--- src/rtl/sram_ctrl_pkg.sv ---
// Package: shared phase type and cycle-count arithmetic for the SRAM controller.
// Assumes timing values are positive integers in nanoseconds.
package sram_ctrl_pkg;

    typedef enum logic [2:0] {
        PH_IDLE   = 3'd0,
        PH_READ   = 3'd1,
        PH_WSETUP = 3'd2,
        PH_WPULSE = 3'd3,
        PH_WREC   = 3'd4
    } phase_t;

    // Whole cycles covering a time in ns, never less than one.
    function automatic int ns_to_cyc(input int ns, input int period_ns);
        int c;
        c = (ns + period_ns - 1) / period_ns;
        return (c < 1) ? 1 : c;
    endfunction

    function automatic int imax(input int a, input int b);
        return (a > b) ? a : b;
    endfunction

endpackage

--- src/rtl/sram_ctrl_timer.sv ---
// Module: phase-length down counter.
// Loaded with (cycles - 1) on the edge that enters a phase; done_o is high
// in the final cycle of that phase. Assumes load values fit in W bits.
module sram_ctrl_timer #(
    parameter int W = 3
) (
    input  logic         clk,
    input  logic         rst_n,
    input  logic         load_i,
    input  logic [W-1:0] load_val_i,
    output logic         done_o
);

    logic [W-1:0] cnt_q;

    // Load on phase entry, otherwise count down to zero and stay there.
    always_ff @(posedge clk) begin
        if (!rst_n)
            cnt_q <= '0;
        else if (load_i)
            cnt_q <= load_val_i;
        else if (cnt_q != '0)
            cnt_q <= cnt_q - W'(1);
    end

    assign done_o = (cnt_q == '0);

endmodule

--- src/rtl/sram_ctrl_turn.sv ---
// Module: bus release tracker.
// Loaded when output enable is removed after a read; free_o tells the
// sequencer that driving the bus on the next edge respects the RAM's
// release time of HZ_CYC cycles. Free out of reset.
module sram_ctrl_turn #(
    parameter int HZ_CYC = 2,
    parameter int W      = 2
) (
    input  logic clk,
    input  logic rst_n,
    input  logic release_i,
    output logic free_o
);

    logic [W-1:0] cnt_q;

    // Start the release window on a read end, then count it out.
    always_ff @(posedge clk) begin
        if (!rst_n)
            cnt_q <= '0;
        else if (release_i)
            cnt_q <= W'(HZ_CYC);
        else if (cnt_q != '0)
            cnt_q <= cnt_q - W'(1);
    end

    assign free_o = (cnt_q <= W'(1));


    release_window_chk: assert property (@(posedge clk) disable iff (!rst_n)
        release_i |=> !free_o || (HZ_CYC <= 1));

endmodule

--- src/rtl/sram_ctrl_fsm.sv ---
// Module: transaction sequencer.
// Accepts a request only when idle, steps through read or write phases and
// drives the RAM control pins and completion pulse from registers, so the
// pins are glitch-free. Phase lengths come from the timer; a write's drive
// phase waits for the release tracker.
module sram_ctrl_fsm
    import sram_ctrl_pkg::*;
#(
    parameter int RD_CYC = 6,
    parameter int WP_CYC = 4,
    parameter int CW     = 3
) (
    input  logic          clk,
    input  logic          rst_n,
    input  logic          req_i,
    input  logic          req_wr_i,
    input  logic          tmr_done_i,
    input  logic          bus_free_i,
    output logic          tmr_load_o,
    output logic [CW-1:0] tmr_val_o,
    output logic          accept_o,
    output logic          capture_o,
    output logic          release_o,
    output logic          ce_n_o,
    output logic          oe_n_o,
    output logic          we_n_o,
    output logic          dout_en_o,
    output logic          done_o
);

    phase_t ph_q, ph_d;

    // Next phase and one-cycle strobes for timer, capture and release.
    always_comb begin
        ph_d       = ph_q;
        tmr_load_o = 1'b0;
        tmr_val_o  = '0;
        accept_o   = 1'b0;
        capture_o  = 1'b0;
        release_o  = 1'b0;
        unique case (ph_q)
            PH_IDLE: begin
                if (req_i) begin
                    accept_o = 1'b1;
                    if (req_wr_i) begin
                        ph_d = PH_WSETUP;
                    end else begin
                        ph_d       = PH_READ;
                        tmr_load_o = 1'b1;
                        tmr_val_o  = CW'(RD_CYC - 1);
                    end
                end
            end
            PH_READ: begin
                if (tmr_done_i) begin
                    ph_d      = PH_IDLE;
                    capture_o = 1'b1;
                    release_o = 1'b1;
                end
            end
            PH_WSETUP: begin
                if (bus_free_i) begin
                    ph_d       = PH_WPULSE;
                    tmr_load_o = 1'b1;
                    tmr_val_o  = CW'(WP_CYC - 1);
                end
            end
            PH_WPULSE: begin
                if (tmr_done_i)
                    ph_d = PH_WREC;
            end
            PH_WREC: ph_d = PH_IDLE;
            default: ph_d = PH_IDLE;
        endcase
    end

    // Phase register and registered pin controls derived from the next phase.
    always_ff @(posedge clk) begin
        if (!rst_n) begin
            ph_q      <= PH_IDLE;
            ce_n_o    <= 1'b1;
            oe_n_o    <= 1'b1;
            we_n_o    <= 1'b1;
            dout_en_o <= 1'b0;
            done_o    <= 1'b0;
        end else begin
            ph_q      <= ph_d;
            ce_n_o    <= (ph_d == PH_IDLE);
            oe_n_o    <= (ph_d != PH_READ);
            we_n_o    <= (ph_d != PH_WPULSE);
            dout_en_o <= (ph_d == PH_WPULSE) || (ph_d == PH_WREC);
            done_o    <= capture_o || (ph_q == PH_WREC);
        end
    end


    done_single_chk: assert property (@(posedge clk) disable iff (!rst_n)
        done_o |=> !done_o);


    we_ctrl_chk: assert property (@(posedge clk) disable iff (!rst_n)
        !we_n_o |-> (!ce_n_o && oe_n_o && dout_en_o));


    busy_no_accept_chk: assert property (@(posedge clk) disable iff (!rst_n)
        (ph_q != PH_IDLE) |-> !accept_o);

endmodule

--- src/rtl/sram_ctrl.sv ---
// Module: top of the asynchronous SRAM controller.
// Registers address and write byte on acceptance and holds them until the
// next acceptance, captures read data at the end of the read phase, and
// derives all phase lengths from CLK_NS and the RAM's minimum timings.
// Assumes the RAM's data-out delay fits inside the read phase.
module sram_ctrl
    import sram_ctrl_pkg::*;
#(
    parameter int AW       = 17,
    parameter int DW       = 8,
    parameter int CLK_NS   = 10,
    parameter int T_RC_NS  = 55,
    parameter int T_AA_NS  = 55,
    parameter int T_OE_NS  = 30,
    parameter int T_WP_NS  = 40,
    parameter int T_CW_NS  = 50,
    parameter int T_AW_NS  = 50,
    parameter int T_DW_NS  = 25,
    parameter int T_HZ_NS  = 20
) (
    input  logic          clk,
    input  logic          rst_n,
    input  logic          req,
    input  logic          req_wr,
    input  logic [AW-1:0] req_addr,
    input  logic [DW-1:0] req_wdata,
    output logic [DW-1:0] rsp_rdata,
    output logic          rsp_done,
    output logic [AW-1:0] mem_addr,
    output logic          mem_ce_n,
    output logic          mem_oe_n,
    output logic          mem_we_n,
    output logic [DW-1:0] mem_dout,
    input  logic [DW-1:0] mem_din,
    output logic          mem_dout_en
);

    // Read phase covers cycle time, address access and output-enable access.
    localparam int RD_CYC = imax(ns_to_cyc(T_RC_NS, CLK_NS),
                            imax(ns_to_cyc(T_AA_NS, CLK_NS),
                                 ns_to_cyc(T_OE_NS, CLK_NS)));
    // WE pulse covers pulse width and data setup; CE/address time also count
    // the setup cycle; the whole write (setup + pulse + recovery) covers T_RC.
    localparam int WP_CYC = imax(imax(ns_to_cyc(T_WP_NS, CLK_NS),
                                      ns_to_cyc(T_DW_NS, CLK_NS)),
                            imax(imax(ns_to_cyc(T_CW_NS, CLK_NS) - 1,
                                      ns_to_cyc(T_AW_NS, CLK_NS) - 1),
                                 ns_to_cyc(T_RC_NS, CLK_NS) - 2));
    localparam int HZ_CYC = ns_to_cyc(T_HZ_NS, CLK_NS);
    localparam int CW     = $clog2(imax(RD_CYC, WP_CYC) + 1);
    localparam int HW     = $clog2(HZ_CYC + 1) + 1;

    logic          tmr_load, tmr_done, accept, capture, rel, bus_free;
    logic [CW-1:0] tmr_val;
    logic [AW-1:0] addr_q;
    logic [DW-1:0] wdat_q, rdat_q;

    sram_ctrl_timer #(.W(CW)) u_timer (
        .clk        (clk),
        .rst_n      (rst_n),
        .load_i     (tmr_load),
        .load_val_i (tmr_val),
        .done_o     (tmr_done)
    );

    sram_ctrl_turn #(.HZ_CYC(HZ_CYC), .W(HW)) u_turn (
        .clk       (clk),
        .rst_n     (rst_n),
        .release_i (rel),
        .free_o    (bus_free)
    );

    sram_ctrl_fsm #(.RD_CYC(RD_CYC), .WP_CYC(WP_CYC), .CW(CW)) u_fsm (
        .clk        (clk),
        .rst_n      (rst_n),
        .req_i      (req),
        .req_wr_i   (req_wr),
        .tmr_done_i (tmr_done),
        .bus_free_i (bus_free),
        .tmr_load_o (tmr_load),
        .tmr_val_o  (tmr_val),
        .accept_o   (accept),
        .capture_o  (capture),
        .release_o  (rel),
        .ce_n_o     (mem_ce_n),
        .oe_n_o     (mem_oe_n),
        .we_n_o     (mem_we_n),
        .dout_en_o  (mem_dout_en),
        .done_o     (rsp_done)
    );

    // Latch address and write byte only when a request is accepted.
    always_ff @(posedge clk) begin
        if (!rst_n) begin
            addr_q <= '0;
            wdat_q <= '0;
        end else if (accept) begin
            addr_q <= req_addr;
            wdat_q <= req_wdata;
        end
    end

    // Capture the RAM byte in the last read cycle, before OE is raised.
    always_ff @(posedge clk) begin
        if (!rst_n)
            rdat_q <= '0;
        else if (capture)
            rdat_q <= mem_din;
    end

    assign mem_addr  = addr_q;
    assign mem_dout  = wdat_q;
    assign rsp_rdata = rdat_q;

    // Checker state: cycles since OE was last high-going, saturating.
    logic [HW-1:0] since_oe_q;
    always_ff @(posedge clk) begin
        if (!rst_n)
            since_oe_q <= HW'(HZ_CYC);
        else if (!mem_oe_n)
            since_oe_q <= '0;
        else if (since_oe_q < HW'(HZ_CYC))
            since_oe_q <= since_oe_q + HW'(1);
    end


    no_contention_chk: assert property (@(posedge clk) disable iff (!rst_n)
        mem_dout_en |-> mem_oe_n);


    turnaround_chk: assert property (@(posedge clk) disable iff (!rst_n)
        $rose(mem_dout_en) |-> (since_oe_q >= HW'(HZ_CYC)));


    hold_after_we_chk: assert property (@(posedge clk) disable iff (!rst_n)
        !mem_we_n |=> ($stable(mem_addr) && $stable(mem_dout)));


    read_ctrl_chk: assert property (@(posedge clk) disable iff (!rst_n)
        !mem_oe_n |-> (mem_we_n && !mem_ce_n));


    standby_at_done_chk: assert property (@(posedge clk) disable iff (!rst_n)
        rsp_done |-> mem_ce_n);

endmodule

--- config.mk ---
export PLATFORM = sky130hd
export DESIGN_NAME = sram_ctrl
export DESIGN_NICKNAME = d
export VERILOG_FILES = /design/src/rtl/sram_ctrl_pkg.sv /design/src/rtl/sram_ctrl_timer.sv /design/src/rtl/sram_ctrl_turn.sv /design/src/rtl/sram_ctrl_fsm.sv /design/src/rtl/sram_ctrl.sv
export SDC_FILE = /design/constraint.sdc
export NUM_CORES = 1
export LEC_CHECK = 0
export BUFFER_PORTS_ARGS = -buffer_cell sky130_fd_sc_hd__buf_2
export CAP_MARGIN = 20
export CORE_ASPECT_RATIO = 0.9
export CORE_MARGIN = 2
export CORE_UTILIZATION = 51
export DETAILED_ROUTE_END_ITERATION = 7
export HOLD_SLACK_MARGIN = 0.1
export PLACE_DENSITY = 0.91
export SLEW_MARGIN = 20
export SYNTH_ARGS = -nofsm -noshare
export SYNTH_HDL_FRONTEND = slang
export SYNTH_SLANG_ARGS = --single-unit
export TNS_END_PERCENT = 30
--- constraint.sdc ---
create_clock -name clk -period 2.3 [get_ports clk]
set_input_delay 0.46 -clock clk [delete_from_list [all_inputs] [get_ports clk]]
set_output_delay 0.46 -clock clk [all_outputs]
set_load 0.02 [all_outputs]
== Word level (Yosys, flattened, before mapping) ==
Cells that the tools add are included.
Cells by class
  add/sub/neg operators: 2
  equality and inequality tests: 8
  muxes and demuxes: 22
  reductions and logical operators: 10
  magnitude comparators: 1
  bitwise operators: 1
Operators by type and width (number)
  3-bit 2-to-1 mux: 8
  3-bit case mux with 4 select lines: 1
  3-bit by 2-bit equality test with 1-bit output (second input constant): 3
  3-bit logical NOT: 3
  2-bit 2-to-1 mux: 4
  1-bit 2-to-1 mux: 7
  3-bit equality test (second input constant): 2
  3-bit case mux with 2 select lines: 1
  3-bit nonzero test: 2
  3-bit by 1-bit subtractor with 3-bit output (second input constant): 2
  2-bit nonzero test: 2
  3-bit by 1-bit equality test with 1-bit output (second input constant): 1
  3-bit by 1-bit <= comparator with 1-bit output (second input constant): 1
  3-bit by 1-bit != test with 1-bit output (second input constant): 1
  3-bit by 2-bit != test with 1-bit output (second input constant): 1
  1-bit logical OR: 2
  1-bit case mux with 2 select lines: 1
  2-bit OR reduction: 1
  1-bit NOT: 1
Storage, ports and cells
  output and inout bits: 38
  word-level logic and storage cells: 56
  input port bits: 37
  flip-flop bits (word level): 47

== Depth between registers and ports, before layout ==
  depth after elaboration: 5
  gate-level depth with buffers: 8
  depth with buffers taken out: 6

== By module ==
From an unflattened synthesis, not the netlist that was laid out.
Unflattened totals
  cells, all modules: 181
  area, all modules: 2001.9 sq um
By module, submodules not included
  sram_ctrl: area an instance 1267.5 sq um, times used 1, cells an instance 106
  sram_ctrl_fsm: area an instance 380.4 sq um, times used 1, cells an instance 38
  sram_ctrl_timer: area an instance 205.2 sq um, times used 1, cells an instance 22
  sram_ctrl_turn: area an instance 148.9 sq um, times used 1, cells an instance 15

== Worst setup path before layout ==
OpenSTA, ideal clock, no wires.
  path type: reg2reg
  start point: reg u_timer.cnt_q[0]
  end point: reg u_fsm.dout_en_o
  data required time: 2.186 ns
  stages on the path, launching flop included: 8
  path buffers: 1
  slack: 0.746 ns
  data arrival time: 1.440 ns
  path through: dfxtp_1 inv_1 ha_1 nand2b_1 clkbuf_1 and4b_1 a211o_4 a21o_1
On the way
  longest elaborated chain between the ends: 5
  elaborated cells between the ends (all ways): 7
  classes of those cells: 2 x eq/ne; 3 x mux; 2 x reduce/logical
Ends and longest elaborated chain
  start: declaration: line sram_ctrl_timer.sv:14  | logic [W-1:0] cnt_q;
  start signal: assignment: line sram_ctrl_timer.sv:21  | cnt_q <= load_val_i;
  start signal: assignment: line sram_ctrl_timer.sv:23  | cnt_q <= cnt_q - W'(1);
  3-bit logical NOT *: line sram_ctrl_timer.sv:26  | assign done_o = (cnt_q == '0);
  3-bit 2-to-1 mux (on tied branches): line sram_ctrl_fsm.sv:69, sram_ctrl_fsm.sv:55
  3-bit case mux with 4 select lines *: line sram_ctrl_fsm.sv:41  | unique case (ph_q)
  3-bit by 2-bit equality test with 1-bit output or 3-bit equality test (tied branches): line sram_ctrl_fsm.sv:91  | dout_en_o <= (ph_d == PH_WPULSE) || (ph_d == PH_WREC);
  1-bit logical OR *: line sram_ctrl_fsm.sv:91
  end signal: assignment: line sram_ctrl_fsm.sv:91
  end: declaration: line sram_ctrl_fsm.sv:27  | output logic dout_en_o,
Every way passes the cells marked *; elsewhere a longest branch is shown, timed or not.
A chain may end at the register's enable or synchronous reset.

== Worst setup path after layout ==
  start point: reg u_fsm.ph_q[2]
  end point: reg u_fsm.oe_n_o
On the way
  longest elaborated chain between the ends: 3
  elaborated cells between the ends (all ways): 10
  classes of those cells: 4 x eq/ne; 5 x mux; 1 x reduce/logical
Ends and longest elaborated chain
  start: declaration: line sram_ctrl_fsm.sv:31  | phase_t ph_q, ph_d;
  start signal: assignment: line sram_ctrl_fsm.sv:87  | ph_q <= ph_d;
  3-bit by 2-bit equality test with 1-bit output (tied with other cells): line sram_ctrl_fsm.sv:41
  3-bit case mux with 4 select lines *: line sram_ctrl_fsm.sv:41
  3-bit by 1-bit != test with 1-bit output *: line sram_ctrl_fsm.sv:89  | oe_n_o <= (ph_d != PH_READ);
  end signal: assignment: line sram_ctrl_fsm.sv:89
  end: declaration: line sram_ctrl_fsm.sv:25  | output logic oe_n_o,
Marked as above.

==> summary.md <==
| Metric | Value |
|---|---|
| Die area | `0.00420 mm2` |
| Clock skew | `0.00670 ns` |
| Filler Cells Inserted | `276` |
| Vias in the first global route | `1471` |
| Crit share post-route | `0.743` |
| Stages on the worst setup path | `4` |
| Die W | `68.1 um` |
| Max VDD drop | `0.567 mV` |
| Register Area | `941 um2` |
| N_diodes | `0` |
| CP max stage delay | `0.75 ns` |
| CTS Hold Buffers Added | `0` |
| Drt pass-1 iters | `4` |
| Setup crit start | `u_fsm.ph_q[2]$_SDFF_PN0_` |
| Slew margin rel. | `0.737` |
| Final hold vios | `0` |
| Setup slack, reg-to-reg | `0.59 ns` |
| Top FF cell, synth | `dfxtp_1` |
| PortBufs | `74` |
| Number of synthesized flops with an enable pin | `0` |
| Mapped Avg Cell Area | `9.29 um2` |
| H-tree depth | `2` |
| CTS resizes | `0` |
| ANT nets after route | `0` |
| Fraction of layout cells with a size suffix above 1 | `0.324` |
| Grt total ovfl | `0` |
| Core Box Area | `0.00345 mm2` |
| Max FO, Critical Path | `26` |
| Slew @ Worst Pin | `0.394 ns` |
| Worst-case clock buffer depth | `2` |
| Beginning of the worst hold path | `req_wdata[2]` |
| Largest net degree at the start of global routing | `27` |
| Post-CTS setup buffers | `0` |
| Post-Syn Area | `0.00189 mm2` |
| FP Rows | `20` |
| Seq cells post-synth | `47` |
| Vias/cell | `4.96` |
| Hold Path End | `mem_dout[2]$_SDFFE_PN0P_` |
| Worst Path Arrival | `1.87 ns` |
| Fmax | `586 MHz` |
| TritonCTS sink count | `47` |
| Slowest cell on crit path | `or4b_4` |
| RSZ-0062 raised after global routing | `no` |
| Cell family with most CP delay | `simple AND/OR/NAND/NOR gates` |
| Post-route setup slack | `0.592 ns` |
| P&R area growth vs syn | `24.7%` |
| Leak Pwr | `1.09 nW` |
| Number of max-cap violations | `0` |
| Fin Hold WS | `0.403 ns` |
| WHS Path Cells | `3` |
| R2R Path Start | `u_fsm.ph_q[2]$_SDFF_PN0_` |
| Root Driver | `clkbuf_8` |
| RePlAce Congestion | `0.785` |
| DP Wirelength | `2770 um` |
| Layout net count | `314` |
| Multi-input logic area | `865 um2` |
| IO Count | `75` |
| Initial DRC Count | `90` |
| Synth async-reset ratio | `0` |
| Initial antenna violation count | `0` |
| Drt drc | `0` |
| Slew Limit Fails | `0` |
| DR WL/cell | `12.2 um` |
| Tmin final | `1.71 ns` |
| Setup TNS | `0 ns` |
| WP data required | `2.47 ns` |
| Setup crit end kind | `flop` |
| Synth Instances | `203` |
| RR Endpoint | `u_fsm.oe_n_o$_SDFF_PN1_` |
| Status | `finished, final reports clean` |
| TritonCTS Buffers | `5` |
| Synth warn | `0` |
| Clk_lat worst skew | `0.30 ns` |
| Place WS | `0.535 ns` |
| Critical Path Source Type | `flop` |
| Total routed wirelength | `3880 um` |
| Fin util | `0.682` |
| Hold/Removal Path Class | `in2reg` |
| Global-route wire length before repair | `6330 um` |
| Total power | `2.28 mW` |
| Critical path class | `reg2reg` |
| Yosys cell types | `32` |
| Critical-path cell list | `or4b_4, nor2_8, a211o_4, o21ai_0` |
| Initial Utilization | `0.546` |
| Worst R2R Path Depth | `4` |
| GRT Util Overall | `0.204` |
| Endpoints failing setup | `0` |
| Via count | `1583` |
| Clock slew at reported path FFs | `0.08 ns` |
| Post-synthesis sequential area ratio | `0.499` |
| Buffer and inverter count on the worst path | `0` |
| Synthesized Nets | `243` |
| Pwr/cell area | `970 mW/mm2` |
| Die Height | `61.7 um` |
| CTS tree | `built` |
==> final cells by class <==
cell class,count,share of cell area
clock buffer,6,0.0308
clock inverter,2,0.00532
inverter,4,0.00638
multi-input combinational,139,0.367
sequential,47,0.400
tap,44,0.0234
timing repair buffer,77,0.167
==> layer usage <==
metal	global-route usage	share of wire
met5	0	0
met4	0.0686	0.015
met3	0.0613	0.054
met2	0.345	0.48
met1	0.251	0.45
==> cell usage after synthesis (3+ instances only) <==
master    instances  share of area
nor2b_1           8          0.027
nand2b_1          3         0.0099
o21ai_0           3         0.0080
mux2i_1           9          0.048
nand2_1          51           0.10
inv_1             4         0.0080
a21boi_0         25          0.099
buf_2             6          0.016
dfxtp_1          47           0.50
clkbuf_1          5         0.0099
o21a_1            3          0.012
ha_1              3          0.020
nor2_1            9          0.018
a21oi_1           5          0.013
==> placed cells by master (no fill, tap or decap), types with 2 or more instances in the layout <==
| master | netlist | routed |
|---|---|---|
| ha_1 | 3 | 3 |
| nand2b_1 | 3 | 3 |
| buf_4 | 0 | 3 |
| a21boi_0 | 25 | 25 |
| clkbuf_8 | 0 | 5 |
| a21oi_1 | 5 | 5 |
| and2_1 | 2 | 2 |
| o21ai_0 | 3 | 3 |
| nor2_1 | 9 | 9 |
| nand2_1 | 51 | 51 |
| dfxtp_1 | 47 | 47 |
| mux2i_1 | 9 | 9 |
| and3_1 | 2 | 2 |
| o21a_1 | 3 | 3 |
| buf_2 | 6 | 74 |
| inv_1 | 4 | 4 |
| nor2b_1 | 8 | 8 |
==> worst min-delay path: cells and delay by family <==
| kind | cells | cell delay (ns) |
|---|---|---|
| buf+inv | 1 | 0.10 |
| compound gates | 1 | 0.06 |
| simple gates | 1 | 0.04 |
==> sequential cells by signal (all words and copies together) (netlist names) <==
| register | count |
|---|---|
| u_timer.cnt_q | 3 |
| u_fsm.we_n_o | 1 |
| u_fsm.done_o | 1 |
| u_fsm.dout_en_o | 1 |
| u_fsm.oe_n_o | 1 |
| mem_addr | 17 |
| mem_dout | 8 |
| u_turn.cnt_q | 3 |
| u_fsm.ce_n_o | 1 |
| u_fsm.ph_q | 3 |
| rsp_rdata | 8 |
==> where the power goes <==
part           leakage [nW]  switching (mW)  internal [mW]  total, mW
clock network        0.0412           0.263          0.212      0.475
logic                 0.660           0.459          0.315      0.774
registers             0.385          0.0837          0.951       1.03
total                  1.09           0.805           1.48       2.28
==> worst max path at each step <==
stage,endpoint,slack [ns]
3_3_place_gp,u_fsm.oe_n_o$_SDFF_PN1_,0.57
2_1_floorplan,u_fsm.dout_en_o$_SDFF_PN0_,0.75
5_1_grt,u_fsm.oe_n_o$_SDFF_PN1_,0.47
3_5_place_dp,u_timer.cnt_q[1]$_SDFFE_PN0P_,0.53
6_report,u_fsm.oe_n_o$_SDFF_PN1_,0.59
4_1_cts,u_fsm.oe_n_o$_SDFF_PN1_,0.58
==> logic make-up (layout without fill, tap and decap cells) <==
kind of cell	Yosys count	in the layout	synth area share
fa+ha+maj	3	3	0.0199
simple gates	84	84	0.221
buf+inv	17	89	0.0458
mux	9	9	0.0477
compound gates	41	41	0.158
flops	47	47	0.499
xor+xnor	2	2	0.00929
==> per-stage QoR <==
stage	cell area, um2	instances
floorplan	1890	203
global placement	2270	311
detailed placement	2270	311
CTS	2350	319
global route	2350	319
finish	2350	319
Note: power is estimated with default switching activity, not from simulation.
